[src/rtl/flash_esr_pkg.sv]
package flash_esr_pkg;
  typedef enum logic [2:0] {
    ST_IDLE, ST_ERASE, ST_ESUSP, ST_NPROG, ST_NPSUSP
  } esr_state_e;

  typedef enum logic [3:0] {
    C_NONE, C_RD_ARRAY, C_RD_STATUS, C_RD_QUERY, C_CLR_STATUS, C_CONFIG,
    C_ERASE, C_PROGRAM, C_ERS_SUSP, C_ERS_RES, C_PRG_SUSP, C_PRG_RES, C_OTHER
  } cmd_kind_e;

  typedef enum logic [1:0] {
    RM_ARRAY = 2'd0, RM_STATUS = 2'd1, RM_QUERY = 2'd2
  } rd_mode_e;
endpackage

[src/rtl/flash_esr_decode.sv]
module flash_esr_decode
  import flash_esr_pkg::*;
#(
  parameter int CMD_W = 8,
  parameter logic [CMD_W-1:0] OP_RD_ARRAY  = 8'hFF,
  parameter logic [CMD_W-1:0] OP_RD_STATUS = 8'h70,
  parameter logic [CMD_W-1:0] OP_RD_QUERY  = 8'h98,
  parameter logic [CMD_W-1:0] OP_CLR       = 8'h50,
  parameter logic [CMD_W-1:0] OP_CONFIG    = 8'hB8,
  parameter logic [CMD_W-1:0] OP_ERASE     = 8'h20,
  parameter logic [CMD_W-1:0] OP_PROGRAM   = 8'h40,
  parameter logic [CMD_W-1:0] OP_ERS_SUSP  = 8'hB0,
  parameter logic [CMD_W-1:0] OP_ERS_RES   = 8'hD0,
  parameter logic [CMD_W-1:0] OP_PRG_SUSP  = 8'hB1,
  parameter logic [CMD_W-1:0] OP_PRG_RES   = 8'hD1
) (
  input  logic             valid_i,
  input  logic [CMD_W-1:0] cmd_i,
  output cmd_kind_e        kind_o
);
  always_comb begin
    if (!valid_i)                  kind_o = C_NONE;
    else if (cmd_i == OP_RD_ARRAY)  kind_o = C_RD_ARRAY;
    else if (cmd_i == OP_RD_STATUS) kind_o = C_RD_STATUS;
    else if (cmd_i == OP_RD_QUERY)  kind_o = C_RD_QUERY;
    else if (cmd_i == OP_CLR)       kind_o = C_CLR_STATUS;
    else if (cmd_i == OP_CONFIG)    kind_o = C_CONFIG;
    else if (cmd_i == OP_ERASE)     kind_o = C_ERASE;
    else if (cmd_i == OP_PROGRAM)   kind_o = C_PROGRAM;
    else if (cmd_i == OP_ERS_SUSP)  kind_o = C_ERS_SUSP;
    else if (cmd_i == OP_ERS_RES)   kind_o = C_ERS_RES;
    else if (cmd_i == OP_PRG_SUSP)  kind_o = C_PRG_SUSP;
    else if (cmd_i == OP_PRG_RES)   kind_o = C_PRG_RES;
    else                            kind_o = C_OTHER;
  end
endmodule

[src/rtl/flash_esr_step_cnt.sv]
module flash_esr_step_cnt #(
  parameter int STEPS = 6
) (
  input  logic clk_i,
  input  logic rst_ni,
  input  logic load_i,
  input  logic adv_i,
  output logic last_o
);
  localparam int CNT_W = $clog2(STEPS + 1);

  logic [CNT_W-1:0] cnt_q;

  always_ff @(posedge clk_i or negedge rst_ni) begin
    if (!rst_ni)                          cnt_q <= '0;
    else if (load_i)                      cnt_q <= CNT_W'(STEPS);
    else if (adv_i && cnt_q != '0)        cnt_q <= cnt_q - 1'b1;
  end

  assign last_o = (cnt_q == CNT_W'(1));
endmodule

[src/rtl/flash_esr_ctrl.sv]
module flash_esr_ctrl
  import flash_esr_pkg::*;
#(
  parameter int CMD_W       = 8,
  parameter int ERASE_STEPS = 6,
  parameter int PROG_STEPS  = 3,
  parameter logic [CMD_W-1:0] OP_RD_ARRAY  = 8'hFF,
  parameter logic [CMD_W-1:0] OP_RD_STATUS = 8'h70,
  parameter logic [CMD_W-1:0] OP_RD_QUERY  = 8'h98,
  parameter logic [CMD_W-1:0] OP_CLR       = 8'h50,
  parameter logic [CMD_W-1:0] OP_CONFIG    = 8'hB8,
  parameter logic [CMD_W-1:0] OP_ERASE     = 8'h20,
  parameter logic [CMD_W-1:0] OP_PROGRAM   = 8'h40,
  parameter logic [CMD_W-1:0] OP_ERS_SUSP  = 8'hB0,
  parameter logic [CMD_W-1:0] OP_ERS_RES   = 8'hD0,
  parameter logic [CMD_W-1:0] OP_PRG_SUSP  = 8'hB1,
  parameter logic [CMD_W-1:0] OP_PRG_RES   = 8'hD1
) (
  input  logic             clk_i,
  input  logic             rst_ni,
  input  logic             cmd_valid_i,
  input  logic [CMD_W-1:0] cmd_i,
  input  logic             step_i,
  output logic [7:0]       sr_o,
  output logic             sts_o,
  output logic [1:0]       rd_mode_o
);
  esr_state_e state_q, state_d;
  rd_mode_e   mode_q, mode_d;
  cmd_kind_e  kind;
  logic susp_req_q, susp_req_d;
  logic pend_q, pend_d;
  logic err_e_q, err_e_d, err_p_q, err_p_d;
  logic ers_last, prg_last;
  logic ers_load, ers_adv, ers_done;
  logic prg_load, prg_adv, prg_done;

  flash_esr_decode #(
    .CMD_W(CMD_W), .OP_RD_ARRAY(OP_RD_ARRAY), .OP_RD_STATUS(OP_RD_STATUS),
    .OP_RD_QUERY(OP_RD_QUERY), .OP_CLR(OP_CLR), .OP_CONFIG(OP_CONFIG),
    .OP_ERASE(OP_ERASE), .OP_PROGRAM(OP_PROGRAM), .OP_ERS_SUSP(OP_ERS_SUSP),
    .OP_ERS_RES(OP_ERS_RES), .OP_PRG_SUSP(OP_PRG_SUSP), .OP_PRG_RES(OP_PRG_RES)
  ) u_dec (
    .valid_i(cmd_valid_i), .cmd_i(cmd_i), .kind_o(kind)
  );

  // suspend request consumes the step it lands on
  assign ers_load = (state_q == ST_IDLE) && (kind == C_ERASE);
  assign ers_adv  = step_i && (state_q == ST_ERASE) && !susp_req_q;
  assign ers_done = ers_adv && ers_last;
  assign prg_load = (state_q == ST_ESUSP) && !pend_q && (kind == C_PROGRAM);
  assign prg_adv  = step_i && (state_q == ST_NPROG) && (kind != C_PRG_SUSP);
  assign prg_done = prg_adv && prg_last;

  flash_esr_step_cnt #(.STEPS(ERASE_STEPS)) u_ers_cnt (
    .clk_i(clk_i), .rst_ni(rst_ni), .load_i(ers_load), .adv_i(ers_adv),
    .last_o(ers_last)
  );

  flash_esr_step_cnt #(.STEPS(PROG_STEPS)) u_prg_cnt (
    .clk_i(clk_i), .rst_ni(rst_ni), .load_i(prg_load), .adv_i(prg_adv),
    .last_o(prg_last)
  );

  always_comb begin
    state_d    = state_q;
    mode_d     = mode_q;
    susp_req_d = susp_req_q;
    pend_d     = pend_q;
    err_e_d    = err_e_q;
    err_p_d    = err_p_q;
    unique case (state_q)
      ST_IDLE: begin
        unique case (kind)
          C_ERASE:      begin state_d = ST_ERASE; mode_d = RM_STATUS; end
          C_RD_ARRAY:   mode_d = RM_ARRAY;
          C_RD_STATUS:  mode_d = RM_STATUS;
          C_RD_QUERY:   mode_d = RM_QUERY;
          C_CLR_STATUS: begin err_e_d = 1'b0; err_p_d = 1'b0; end
          default: ;
        endcase
      end
      ST_ERASE: begin
        if (kind == C_ERS_SUSP)  susp_req_d = 1'b1;
        if (kind == C_RD_STATUS) mode_d = RM_STATUS;
        if (step_i && susp_req_q) begin
          state_d    = ST_ESUSP;
          susp_req_d = 1'b0;
        end else if (ers_done) begin
          state_d = ST_IDLE;
        end
      end
      ST_ESUSP: begin
        if (pend_q) begin
          state_d = ST_ERASE;
          pend_d  = 1'b0;
        end else begin
          unique case (kind)
            C_NONE:       ;
            C_CONFIG:     ;
            C_RD_QUERY:   mode_d = RM_QUERY;
            C_RD_STATUS:  mode_d = RM_STATUS;
            C_CLR_STATUS: begin err_e_d = 1'b0; err_p_d = 1'b0; end
            C_ERS_RES:    begin state_d = ST_ERASE; mode_d = RM_STATUS; end
            C_PROGRAM:    begin state_d = ST_NPROG; mode_d = RM_STATUS; end
            default:      begin err_e_d = 1'b1; err_p_d = 1'b1; end
          endcase
        end
      end
      ST_NPROG: begin
        if (kind == C_ERS_RES)   pend_d = 1'b1;
        if (kind == C_RD_STATUS) mode_d = RM_STATUS;
        if (kind == C_PRG_SUSP)  state_d = ST_NPSUSP;
        else if (prg_done)       state_d = ST_ESUSP;
      end
      ST_NPSUSP: begin
        unique case (kind)
          C_PRG_RES:    state_d = ST_NPROG;
          C_ERS_RES:    pend_d  = 1'b1;
          C_RD_STATUS:  mode_d  = RM_STATUS;
          C_CLR_STATUS: begin err_e_d = 1'b0; err_p_d = 1'b0; end
          default: ;
        endcase
      end
      default: state_d = ST_IDLE;
    endcase
  end

  always_ff @(posedge clk_i or negedge rst_ni) begin
    if (!rst_ni) begin
      state_q    <= ST_IDLE;
      mode_q     <= RM_ARRAY;
      susp_req_q <= 1'b0;
      pend_q     <= 1'b0;
      err_e_q    <= 1'b0;
      err_p_q    <= 1'b0;
    end else begin
      state_q    <= state_d;
      mode_q     <= mode_d;
      susp_req_q <= susp_req_d;
      pend_q     <= pend_d;
      err_e_q    <= err_e_d;
      err_p_q    <= err_p_d;
    end
  end

  logic ready, ers_susp, prg_susp;
  assign ready    = (state_q == ST_IDLE) || (state_q == ST_ESUSP) ||
                    (state_q == ST_NPSUSP);
  assign ers_susp = (state_q == ST_ESUSP) || (state_q == ST_NPROG) ||
                    (state_q == ST_NPSUSP);
  assign prg_susp = (state_q == ST_NPSUSP);

  assign sr_o      = {ready, ers_susp, err_e_q, err_p_q, 1'b0, prg_susp, 2'b00};
  assign sts_o     = ready;
  assign rd_mode_o = mode_q;
endmodule

[config.mk]
export PLATFORM = sky130hd
export DESIGN_NAME = flash_esr_ctrl
export DESIGN_NICKNAME = d
export VERILOG_FILES = /design/src/rtl/flash_esr_pkg.sv /design/src/rtl/flash_esr_decode.sv /design/src/rtl/flash_esr_step_cnt.sv /design/src/rtl/flash_esr_ctrl.sv
export SDC_FILE = /design/constraint.sdc
export NUM_CORES = 1
export LEC_CHECK = 0
export BUFFER_PORTS_ARGS = -buffer_cell sky130_fd_sc_hd__clkbuf_2
export CAP_MARGIN = 15
export CORE_MARGIN = 1.5
export CORE_UTILIZATION = 51
export DETAILED_ROUTE_END_ITERATION = 8
export GPL_ROUTABILITY_DRIVEN = 0
export GPL_TIMING_DRIVEN = 1
export HOLD_SLACK_MARGIN = 0.1
export PLACE_DENSITY = 0.76
export SLEW_MARGIN = 20
export SYNTH_ARGS = -nofsm -noshare
export SYNTH_HDL_FRONTEND = slang
export SYNTH_HIERARCHICAL = 1
export SYNTH_SLANG_ARGS = --single-unit
[constraint.sdc]
create_clock -name clk_i -period 1.9 [get_ports clk_i]
set_clock_uncertainty 0.2 [all_clocks]
set_input_delay 0.095 -clock clk_i [delete_from_list [all_inputs] [get_ports clk_i]]
set_output_delay 0.095 -clock clk_i [all_outputs]
set_load 0.01 [all_outputs]
Word level (Yosys, flattened, before mapping)
Cells that the tools add are included.
Widths: inputs -> output; s select.
Word-level totals
  input bits: 12
  register bits: 13
  word-level logic and storage cells: 127
Cells by class
  eq/ne operators: 41
  reductions and logical operators: 39
  add/sub/neg operators: 2
  mux-type cells: 38
Operator list (count)
  $eq 8x8->1 const B: 7
  $mux 4: 11
  $mux 3: 10
  $eq 8x7->1 const B: 3
  $eq 4x3->1 const B: 4
  $eq 4x4->1 const B: 4
  $pmux 3 s5: 1
  $logic_and 1x1->1: 12
  $pmux 2 s3: 2
  $reduce_bool 2->1: 6
  $ne 2x1->1 const B: 5
  $reduce_and 5->1: 2
  $ne 3x2->1 const B: 3
  $eq 4x2->1 const B: 2
  $eq 8x6->1 const B: 1
  $mux 2: 4
  $ne 4x4->1 const B: 2
  $eq 3x1->1 const B: 2
  $eq 3x2->1 const B: 2
  $pmux 1 s2: 3
  $pmux 3 s2: 1
  $reduce_bool 3->1: 2
  $reduce_or 2->1: 3
  $reduce_or 3->1: 2
  16 further kinds: 26

Depth between registers and ports, before layout
  depth in word-level cells: 19
  gate-level depth with buffers: 11

Modules after synthesis
Netlist, hierarchy kept.
By module, submodules not included
  flash_esr_ctrl: area an instance 852.1 um2, times used 1, cells each 110, seq. area each 200.2 um2
  flash_esr_decode: area an instance 242.7 um2, times used 1, cells each 38, seq. area each 0.0 um2
  flash_esr_step_cnt (u_ers_cnt): area an instance 192.7 um2, times used 1, cells each 19, seq. area each 75.1 um2
  flash_esr_step_cnt (u_prg_cnt): area an instance 133.9 um2, times used 1, cells each 12, seq. area each 50.0 um2

Least setup slack after synthesis
No wires, ideal clock.
  path type: input -> register
  start: input port cmd_i[7]
  end: register u_ers_cnt.cnt_q[0]
  buffers on the path: 2
  data arrival time: 2.039 ns
  slack: -0.464 ns
  data required time: 1.575 ns
  cell stages on the path: 10
  cell sequence: buf_6 -> or3b_1 -> o21ai_1 -> nand3_1 -> and4_1 -> buf_2 -> nand2b_1 -> nor4_1 -> nor2_1 -> mux2_2
On the way
  elaborated cells between the ends (all ways): 27
  classes of those cells: eq/ne (12); mux (13); reduce/logical (2)
RTL lines
  from (decl): RTL line flash_esr_ctrl.sv:22  | input logic [CMD_W-1:0] cmd_i,
  $eq 8x8->1: RTL line flash_esr_decode.sv:31  | else if (cmd_i == OP_ERS_RES) kind_o = C_ERS_RES;
  $mux 4: RTL line flash_esr_decode.sv:31
  $mux 4: RTL line flash_esr_decode.sv:30  | else if (cmd_i == OP_ERS_SUSP) kind_o = C_ERS_SUSP;
  $mux 4: RTL line flash_esr_decode.sv:29  | else if (cmd_i == OP_PROGRAM) kind_o = C_PROGRAM;
  $mux 4: RTL line flash_esr_decode.sv:28  | else if (cmd_i == OP_ERASE) kind_o = C_ERASE;
  $mux 4: RTL line flash_esr_decode.sv:27  | else if (cmd_i == OP_CONFIG) kind_o = C_CONFIG;
  $mux 4: RTL line flash_esr_decode.sv:26  | else if (cmd_i == OP_CLR) kind_o = C_CLR_STATUS;
  $mux 4: RTL line flash_esr_decode.sv:25  | else if (cmd_i == OP_RD_QUERY) kind_o = C_RD_QUERY;
  $mux 4: RTL line flash_esr_decode.sv:24  | else if (cmd_i == OP_RD_STATUS) kind_o = C_RD_STATUS;
  $mux 4 *: RTL line flash_esr_decode.sv:23  | else if (cmd_i == OP_RD_ARRAY) kind_o = C_RD_ARRAY;
  $mux 4 *: RTL line flash_esr_decode.sv:22  | if (!valid_i) kind_o = C_NONE;
  net kind[3]: RTL line flash_esr_ctrl.sv:30  | cmd_kind_e kind;
  $eq 4x3->1 *: RTL line flash_esr_ctrl.sv:48  | assign ers_load = (state_q == ST_IDLE) && (kind == C_ERASE);
  $logic_and 1x1->1 *: RTL line flash_esr_ctrl.sv:48
  net ers_load: RTL line flash_esr_ctrl.sv:35  | logic ers_load, ers_adv, ers_done;
  $mux 3 or $reduce_bool 2->1 (tied branches)
  to (signal assigned): RTL line flash_esr_step_cnt.sv:16  | else if (load_i) cnt_q <= CNT_W'(STEPS);
  to (signal assigned): RTL line flash_esr_step_cnt.sv:17  | else if (adv_i && cnt_q != '0) cnt_q <= cnt_q - 1'b1;
  to (decl): RTL line flash_esr_step_cnt.sv:12  | logic [CNT_W-1:0] cnt_q;
Mark *: on every way through the listed nets, which the timed path passes. The rest lies on a longest branch.
A chain may end at the register's enable or synchronous reset.

Worst setup path in the final report
  start: input port cmd_i[1]
  end: register mode_q[0] (netlist: rd_mode_o[0])
On the way
  elaborated cells between the ends (all ways): 39
  classes of those cells: eq/ne (20); mux (16); reduce/logical (3)
RTL lines
  $eq 8x8->1: RTL line flash_esr_decode.sv:31
  $mux 4: RTL line flash_esr_decode.sv:31
  $mux 4: RTL line flash_esr_decode.sv:30
  $mux 4: RTL line flash_esr_decode.sv:29
  $mux 4: RTL line flash_esr_decode.sv:28
  $mux 4: RTL line flash_esr_decode.sv:27
  $mux 4: RTL line flash_esr_decode.sv:26
  $mux 4: RTL line flash_esr_decode.sv:25
  $mux 4: RTL line flash_esr_decode.sv:24
  $mux 4 *: RTL line flash_esr_decode.sv:23
  $mux 4 *: RTL line flash_esr_decode.sv:22
  net kind[3]: RTL line flash_esr_ctrl.sv:30
  $eq 4x3->1, or another cell as far along: RTL line flash_esr_ctrl.sv:98  | unique case (kind)
  $reduce_or 3->1 (no source line)
  $pmux 2 s2: RTL line flash_esr_ctrl.sv:98
  $mux 2: RTL line flash_esr_ctrl.sv:94  | if (pend_q) begin
  $pmux 2 s3: RTL line flash_esr_ctrl.sv:72  | unique case (state_q)
  to (signal assigned): RTL line flash_esr_ctrl.sv:139  | mode_q <= mode_d;
  to (decl): RTL line flash_esr_ctrl.sv:29  | rd_mode_e mode_q, mode_d;
Mark *: on every way through the listed nets, which the timed path passes. The rest lies on a longest branch. The select of a mux whose other input is x is not followed.

==> impl_metrics.py <==
metrics = {
    "status": {
        "status": "finished, violations left",
        "violations": "design-rule violations, negative setup slack",
    },
    "critical_path": {
        "path_class": "in -> reg",
        "cpMostUsedCell": "buf_4",
        "startpoint": "cmd_i[1]",
        "path_delay_family": "compound AO/OA/AOI/OAI gates",
        "critPathCaptureType": "register",
        "cp_max_fo": 7,
        "path_buf_inv": 4,
        "ff2ff_path_depth": 6,
        "critPathArrivalTime_ns": 2.24,
        "required_ns": 1.88,
        "rr_endpoint": "rd_mode_o[0]",
        "cpPeakStageDelay_ns": 0.38,
        "start_kind": "input port",
        "crit_chain": "buf_8 > buf_6 > nor4_4 > buf_4 > nand2_1 > and4_4 > buf_4 > a211oi_4 > o311ai_4 > a2111o_1 > o211a_1",
        "rrSetupSlack_ns": -0.13,
        "rr_startpoint": "state_q[1]",
        "crit_slowest_cell": "a2111o_1",
    },
    "clock_network": {
        "cts-root-buf": "clkbuf_4",
        "h-tree-depth": 1,
        "clockBufferDepth": 2,
        "cts_inserted_buffers": 3,
        "clock-sinks": 13,
        "path_clk_slew_ns": 0.09,
        "cts_tree": "built",
        "clock_latency_ns": 0.29,
    },
    "timing": {
        "timing.final.crit_share": 1.19,
        "final.setup.tns_ns": -1.65,
        "hold_viol_final": 0,
        "hold_ws_ns": 0.309,
        "setup_violations": 11,
        "rsz0062_at_grt": "true",
        "finalCriticalPeriod_ns": 2.26,
        "worstMarginPinSlew_ns": 0.678,
        "maxSlewViolCount": 0,
        "max_freq_mhz": 442,
        "setup_ws_ns": -0.361,
        "slew_headroom": 0.546,
    },
    "floorplanning": {
        "die_area_um2": 3110,
        "coreArea_um2": 2570,
        "die_w_um": 55.8,
        "initial_core_util": 0.554,
        "die_y_um": 55.8,
        "rows": 18,
        "pin_count": 23,
    },
    "route": {
        "wirelength_um": 6550,
        "ant_nets": 0,
        "drtPass1Iterations": 8,
        "drt_iter0_markers": 258,
        "avgViaCountPerCell": 6.98,
        "drc": 1,
        "vias": 1934,
        "avgRoutedWirePerCell_um": 23.6,
    },
    "synthesis": {
        "ys_async_sr_fraction": 1.00,
        "synthFlopType": "dfrtp_1",
        "synth.most_common_cell": "nand2_1",
        "ys_warn_count": 6,
        "ys_top_cells_by_area": "dfrtp_1 23%, buf_4 4.8%, ha_1 4.4%",
        "synth_edf_count": 0,
        "synth_seq_cells": 13,
        "yosysTopAreaCellShare": 0.229,
        "synth_top_family_by_area": "simple AND/OR/NAND/NOR gates",
        "synthMuxAreaShare": 0.0220,
        "synth_fa_ha_area_frac": 0.0440,
        "syn_avg_cell_area_um2": 7.94,
        "ys_seq_area_frac": 0.229,
        "synth_compound_area_frac": 0.265,
        "synthCells": 179,
        "yosys.area_share.simple": 0.320,
        "synthDistinctLibCells": 64,
        "synth_xor_area_frac": 0.00616,
        "yosys.area.top_type": "dfrtp_1",
        "yosys-top-cells-count": "16 x nand2_1, 15 x nor2_1, 13 x dfrtp_1",
        "syn_area_um2": 1420,
    },
    "global_route": {
        "antenna_found_initial": 0,
        "grt_max_degree": 15,
        "grt.total_usage": 0.336,
        "grt_first_pass_wirelength_um": 8250,
        "first_global_vias": 1698,
        "grt.overflow.total": 0,
    },
    "placement": {
        "portBuffers": 19,
        "post-place-ws_ns": -0.561,
        "dp_hpwl_um": 2980,
    },
    "finish": {
        "layout-drive-gt1-share": 0.559,
        "nets": 265,
        "final_util": 0.896,
        "nFillCells": 111,
        "synthToLayoutAreaGrowth_pct": 61.8,
        "antenna-diode-count": 0,
    },
    "pwr": {
        "ir_worst_vdd_uv": 1060,
        "power_density_nw_per_um2": 914,
        "total_power_mw": 2.10,
        "p_leak_nw": 1.03,
    },
    "min_path": {
        "min_from": "u_prg_cnt/cnt_q[1]",
        "worstHoldPathType": "reg -> reg",
        "holdPathEnd": "u_prg_cnt/cnt_q[1]",
        "whs_path_depth": 1,
    },
    "flow_run": {
        "max_cap_violations": 0,
    },
}
## timing repair
action	CTS	global route
endpoints found under the setup margin	8	12
setup buffers	13	10
resized for setup	35	41
hold buffers	3	0
endpoints found under the hold margin	15	0
pin swaps	21	22
## metal layers
layer | vias to the layer above | part of all wire | GRT usage
met3 | 59 | 0.12 | 0.0651
met2 | 203 | 0.44 | 0.560
met1 | 886 | 0.36 | 0.426
li1 | 786 | - | -
met4 | 0 | 0.080 | 0.129
met5 | - | 0 | 0
## state kept, by name, indices dropped and copies added, names as in the netlist
| name | count |
|---|---|
| u_prg_cnt/cnt_q | 2 |
| pend_q | 1 |
| err_p_q | 1 |
| susp_req_q | 1 |
| state_q | 3 |
| rd_mode_o | 2 |
| u_ers_cnt/cnt_q | 3 |
## cell usage in the layout, fill, tap and decap left out, drive strengths merged, types with 6 or more instances in the layout
| cell | count |
|---|---|
| buf | 62 |
| nand2 | 17 |
| clkbuf | 17 |
| nor2 | 16 |
| dfrtp | 13 |
| o21ai | 13 |
| inv | 9 |
| a21oi | 9 |
| nor3 | 8 |
| nand2b | 6 |
## cell families (layout without fill, tap and decap cells)
kind of cell,count (synthesis),count (layout)
adders and majority gates,5,5
buffers and inverters,26,92
xor gates and xnor gates,1,1
and+or+nand+nor,77,77
other,1,3
DFF,13,13
AOI/OAI and AO/OA,53,53
muxes,3,3
## power by group
group | internal (mW) | switching (mW) | leakage (nW) | total, mW
logic | 0.629 | 0.766 | 0.850 | 1.40
registers | 0.383 | 0.141 | 0.162 | 0.524
clock network | 0.0785 | 0.103 | 0.0177 | 0.181
## worst max-delay path by stage
stage | cells past startpoint | endpoint
after floorplan | 10 | state_q[0]
after global placement | 10 | rd_mode_o[0]
after detailed placement | 10 | rd_mode_o[0]
after CTS | 10 | rd_mode_o[0]
after global routing | 10 | rd_mode_o[0]
final | 11 | rd_mode_o[0]
## metrics by stage
step	std cells	instance area, µm²
after CTS	268	2070
after detailed placement	249	1740
after global routing	277	2300
after floorplan	181	1480
after global placement	249	1740
final	277	2300
## final cells by class
class	instances	area, µm²	share of cell area
Multi-Input combinational cell	142	1240	0.539
Timing Repair Buffer	79	634	0.276
Sequential cell	13	327	0.142
Tap cell	30	37.5	0.0163
Inverter	9	33.8	0.0147
Clock buffer	3	22.5	0.00979
Clock inverter	1	5.00	0.00218
No activity file was read; power rests on OpenSTA's default activity.
